$ cat src/rtl/wwm_pkg.sv
// Shared types for the window monitor: the mode code enumeration.
// Assumes 3-bit mode codes. Codes outside the enumeration mean "off".
package wwm_pkg;
    localparam int MODE_W = 3;

    typedef enum logic [MODE_W-1:0] {
        WM_OFF      = 3'd0,
        WM_BELOW_HI = 3'd1,
        WM_ABOVE_LO = 3'd2,
        WM_INSIDE   = 3'd3,
        WM_OUTSIDE  = 3'd4
    } wm_mode_e;
endpackage

$ cat src/rtl/wwm_compare.sv
// Combinational window test of one signed result against two signed
// thresholds, chosen by mode code. Assumes lo <= hi is the caller's concern.
module wwm_compare
    import wwm_pkg::*;
#(
    parameter int RES_W = 12
) (
    input  logic [RES_W-1:0]  res,
    input  logic [RES_W-1:0]  lo,
    input  logic [RES_W-1:0]  hi,
    input  logic [MODE_W-1:0] mode,
    output logic              hit
);
    logic signed [RES_W-1:0] s_res, s_lo, s_hi;
    logic below_hi, above_lo, below_lo, above_hi;

    // signed views and the four strict relations
    always_comb begin
        s_res    = $signed(res);
        s_lo     = $signed(lo);
        s_hi     = $signed(hi);
        below_hi = s_res < s_hi;
        above_lo = s_res > s_lo;
        below_lo = s_res < s_lo;
        above_hi = s_res > s_hi;
    end

    // select the relation named by the mode code
    always_comb begin
        case (mode)
            WM_BELOW_HI: hit = below_hi;
            WM_ABOVE_LO: hit = above_lo;
            WM_INSIDE:   hit = above_lo && below_hi;
            WM_OUTSIDE:  hit = below_lo || above_hi;
            default:     hit = 1'b0;
        endcase
    end
endmodule

$ cat src/rtl/wwm_unit.sv
// One monitor: slot filter, window test, sticky flag with write-one clear
// and interrupt gating. Assumes inputs are synchronous to clk.
module wwm_unit
    import wwm_pkg::*;
#(
    parameter int RES_W  = 12,
    parameter int SLOT_W = 3
) (
    input  logic              clk,
    input  logic              rst_n,
    input  logic              wr_valid,
    input  logic [SLOT_W-1:0] wr_slot,
    input  logic [RES_W-1:0]  wr_data,
    input  logic [MODE_W-1:0] mode,
    input  logic [SLOT_W-1:0] src_slot,
    input  logic [RES_W-1:0]  thr_lo,
    input  logic [RES_W-1:0]  thr_hi,
    input  logic              clr,
    input  logic              irq_en,
    output logic              flag,
    output logic              irq
);
    logic sel;
    logic hit;

    // watched-slot write detection
    always_comb sel = wr_valid && (wr_slot == src_slot);

    wwm_compare #(.RES_W(RES_W)) i_cmp (
        .res (wr_data),
        .lo  (thr_lo),
        .hi  (thr_hi),
        .mode(mode),
        .hit (hit)
    );

    // sticky flag: a hit wins over an acknowledge in the same cycle
    always_ff @(posedge clk) begin
        if (!rst_n)          flag <= 1'b0;
        else if (sel && hit) flag <= 1'b1;
        else if (clr)        flag <= 1'b0;
    end

    // interrupt gating
    always_comb irq = flag && irq_en;

    // reset clears the flag
    p_reset_clear_r1: assert property (@(posedge clk) !rst_n |=> !flag);

    // off and unused codes never set the flag
    p_off_mode_r2: assert property (@(posedge clk) disable iff (!rst_n)
        (!flag && (mode == 3'd0 || mode > 3'd4)) |=> !flag);

    // flag cannot rise without a write to the watched slot
    p_slot_filter_r8: assert property (@(posedge clk) disable iff (!rst_n)
        (!flag && !sel) |=> !flag);

    // flag holds without an acknowledge
    p_sticky_r9: assert property (@(posedge clk) disable iff (!rst_n)
        (flag && !clr) |=> flag);

    // acknowledge without hit clears
    p_ack_r9: assert property (@(posedge clk) disable iff (!rst_n)
        (clr && !(sel && hit)) |=> !flag);

    // hit beats acknowledge
    p_hit_wins_r10: assert property (@(posedge clk) disable iff (!rst_n)
        (clr && sel && hit) |=> flag);

    // a disabled interrupt stays low
    p_irq_gate_r11: assert property (@(posedge clk) disable iff (!rst_n)
        !irq_en |-> !irq);
endmodule

$ cat src/rtl/adc_window_watch.sv
// Top: one window monitor per sequencer, ports flattened per unit.
// Assumes unit m uses bit slice m of each packed vector.
module adc_window_watch #(
    parameter int NUM_MON = 2,
    parameter int RES_W   = 12,
    parameter int SLOT_W  = 3
) (
    input  logic                      clk,
    input  logic                      rst_n,
    input  logic [NUM_MON-1:0]        wr_valid,
    input  logic [NUM_MON*SLOT_W-1:0] wr_slot,
    input  logic [NUM_MON*RES_W-1:0]  wr_data,
    input  logic [NUM_MON*3-1:0]      mode,
    input  logic [NUM_MON*SLOT_W-1:0] src_slot,
    input  logic [NUM_MON*RES_W-1:0]  thr_lo,
    input  logic [NUM_MON*RES_W-1:0]  thr_hi,
    input  logic [NUM_MON-1:0]        clr,
    input  logic [NUM_MON-1:0]        irq_en,
    output logic [NUM_MON-1:0]        flag,
    output logic [NUM_MON-1:0]        irq
);
    localparam int MW = wwm_pkg::MODE_W;

    for (genvar m = 0; m < NUM_MON; m++) begin : g_mon
        wwm_unit #(.RES_W(RES_W), .SLOT_W(SLOT_W)) i_unit (
            .clk     (clk),
            .rst_n   (rst_n),
            .wr_valid(wr_valid[m]),
            .wr_slot (wr_slot[m*SLOT_W +: SLOT_W]),
            .wr_data (wr_data[m*RES_W +: RES_W]),
            .mode    (mode[m*MW +: MW]),
            .src_slot(src_slot[m*SLOT_W +: SLOT_W]),
            .thr_lo  (thr_lo[m*RES_W +: RES_W]),
            .thr_hi  (thr_hi[m*RES_W +: RES_W]),
            .clr     (clr[m]),
            .irq_en  (irq_en[m]),
            .flag    (flag[m]),
            .irq     (irq[m])
        );
    end
endmodule

$ cat config.mk
export PLATFORM = sky130hd
export DESIGN_NAME = adc_window_watch
export DESIGN_NICKNAME = d
export VERILOG_FILES = /design/src/rtl/wwm_pkg.sv /design/src/rtl/wwm_compare.sv /design/src/rtl/wwm_unit.sv /design/src/rtl/adc_window_watch.sv
export SDC_FILE = /design/constraint.sdc
export NUM_CORES = 1
export LEC_CHECK = 0
export BUFFER_PORTS_ARGS = -buffer_cell sky130_fd_sc_hd__buf_2
export CORE_MARGIN = 1
export CORE_UTILIZATION = 30
export CTS_BUF_LIST = sky130_fd_sc_hd__clkbuf_2 sky130_fd_sc_hd__clkbuf_4 sky130_fd_sc_hd__clkbuf_8
export CTS_CLUSTER_DIAMETER = 150
export DETAILED_ROUTE_END_ITERATION = 8
export PLACE_DENSITY_LB_ADDON = 0.15
export SETUP_SLACK_MARGIN = 0.05
export SYNTH_ARGS = -nofsm -noshare
export SYNTH_HDL_FRONTEND = slang
export SYNTH_SLANG_ARGS = --single-unit
export TNS_END_PERCENT = 5
$ cat constraint.sdc
create_clock -name clk -period 2.6 [get_ports clk]
set_input_delay 0.26 -clock clk [delete_from_list [all_inputs] [get_ports clk]]
set_output_delay 0.26 -clock clk [all_outputs]
set_load 0.1 [all_outputs]
==> out/metrics.csv <==
metric;value;unit
Hold Fails Final Rpt;0;
Tmin final;1.85;ns
HP Class;input port to flip-flop;
top post-synthesis cells by area;ha_1, inv_1, nand4_1, a21oi_1, dfxtp_1;
DRC viols;0;
io pins;102;
Longest Clk Path Bufs;2;
Setup crit end kind;flip-flop;
first-pass GRT wire length;6270;um
Peak VDD IR;0.139;mV
Worst setup SP type;input port;
DPL Wire Length;3640;um
clock skew;0;ns
final-layout fill cell count;514;
vias per cell;4.52;
max-slew violations;0;
Congestion Overflow GR;0;
Final nets;450;
post-route worst setup slack;0.754;ns
CTS resizes;0;
Final Cycle Share;71.0;%
Max-slew headroom;67.6;%
GP Congestion;0.762;
number of global-route vias before repair;1530;
H-tree depth;1;
max FFs per register;2;
RSZ-0062 raised after global routing;false;
Finished Core Util;44.1;%
Setup Fix Bufs, Post-CTS;0;
Unique masters post-synth;40;
syn avg cell area;7.48;um^2
input/output buffers;101;
Pre-antenna DRT Iters;4;
Core ar.;4790;um^2
post-synthesis cell count;202;
top_reg_cell synth;dfxtp_1;
Iteration-0 DRC Markers;21;
largest registers in the final layout;g_mon.i_unit.flag (2);
Net Count, Synth;348;
FFs w/ async S/R, synth;0;%
clock slew at reported path FFs;0.03;ns
area leader, netlist;ha_1;
routed via count;1668;
kind of critical path;input port to flip-flop;
flops & latches, synth;2;
Worst Path Arrival;1.93;ns
status;completed;
area of placed instances;2070;um^2
Syn. warnings;0;
row count;25;
DP Cell Count;366;
Antenna Cells;0;
fmax;542;MHz
pin count of the biggest net entering global routing;5;
most common cell in the netlist;inv_1;
delay-heaviest family, CP;compound AO/OA/AOI/OAI gates;
Starting Density;31.6;%
fin area;2110;um^2
# clock sinks;2;
actual slew at the worst max-slew pin;0.489;ns
Setup TNS;0;ns
antenna viol nets, final;0;
Post-synth EDFFs;0;
pre-CTS WS;0.513;ns
overall routing resource usage;14.8;%
leakage;1.31;nW
worst path bufs/invs;1;
Power Total;0.434;mW
register area share after synthesis;2.65;%
WP data required;2.69;ns
Layout Cells excl Fill;369;
endpoints failing setup;0;
initial antenna violation count;0;
WHS;0.295;ns
share of cells above drive strength 1;35.8;%
die area;5330;um^2
Syn-to-layout area delta;39.7;%
most flop-heavy register;g_mon.i_unit.flag;
TritonCTS clock tree;done;
max_cap viols;0;
Skew-Pair Late Insertion Delay;0.21;ns
hold buffers post-CTS;0;
worst path cell trace;buf_2, ha_1, a21oi_1, o22ai_1, o21a_1, o32ai_1, a31oi_1, o31ai_1, o21ai_0;
CTS buffer count;3;
Synth top area share;39.7;%
Slowest-stage cell, CP;o32ai_1;
Die Ht;73.0;um
mapped cell area;1510;um^2
crit-path max FO;3;
Clock Root Buffer;clkbuf_8;
max incr delay on CP;0.39;ns
Post-Route WL;3850;um
synth cell count leaders;inv_1, ha_1, a21oi_1, nor2_1, nand4_1;
Avg WL per Cell;10.4;um
Power Dens Cells;206;nW/um^2
die width;73.0;um
-- layout by cell type (no fill, tap or decap), drive strengths merged, types with 3 or more instances in the layout --
| cell | count |
|---|---|
| a21o | 5 |
| clkbuf | 3 |
| nand4 | 8 |
| o211ai | 5 |
| o21ai | 4 |
| inv | 52 |
| nand3 | 5 |
| buf | 101 |
| xor2 | 4 |
| nor2b | 3 |
| xnor2 | 3 |
| a31oi | 3 |
| and3 | 4 |
| a21oi | 9 |
| ha | 48 |
| nand3b | 3 |
| nor2 | 9 |
-- routing by layer --
| metal | wire (um) | up-vias | global-route usage (%) |
|---|---|---|---|
| met5 | 0 | - | 0 |
| met4 | 27 | 0 | 3.27 |
| met3 | 215 | 2 | 1.66 |
| met2 | 1840 | 57 | 27.1 |
| met1 | 1770 | 693 | 18.5 |
| li1 | - | 916 | - |
-- worst paths after layout --
check	startpoint	to	slack (ns)	cells after the start
setup / recovery	wr_data[2]	g_mon[0].i_unit.flag	0.75	9
setup reg to reg	g_mon[1].i_unit.flag	g_mon[1].i_unit.flag	1.80	3
hold reg to reg	g_mon[0].i_unit.flag	g_mon[0].i_unit.flag	0.52	2
hold / removal	mode[4]	g_mon[1].i_unit.flag	0.30	2
-- cell type report --
cell class	count	area (um^2)	share of cell area (%)
Timing Repair Buffer	101	505	23.9
Clock buffer	3	41.3	1.95
Multi-Input combinational cell	144	1250	59.0
Sequential cell	2	40.0	1.90
Tap cell	67	83.8	3.97
Inverter	52	195	9.24
-- cells by family after synthesis --
logic type	Yosys count	synth area share, %
xor gates and xnor gates	7	4.06
DFF	2	2.65
and+or+nand+nor	41	15.1
adders and majority gates	48	39.7
AOI/OAI and AO/OA	46	22.2
buffers and inverters	56	14.9
muxes	2	1.32
-- where the power goes --
part	total [mW]	leakage (nW)	switching [mW]	internal (mW)
Sequential	0.0318	0.0161	0.000356	0.0315
Combinational	0.282	1.27	0.137	0.146
Clock	0.120	0.0216	0.0224	0.0977
Total	0.434	1.31	0.159	0.275
Note: power is estimated with default switching activity, not from simulation.
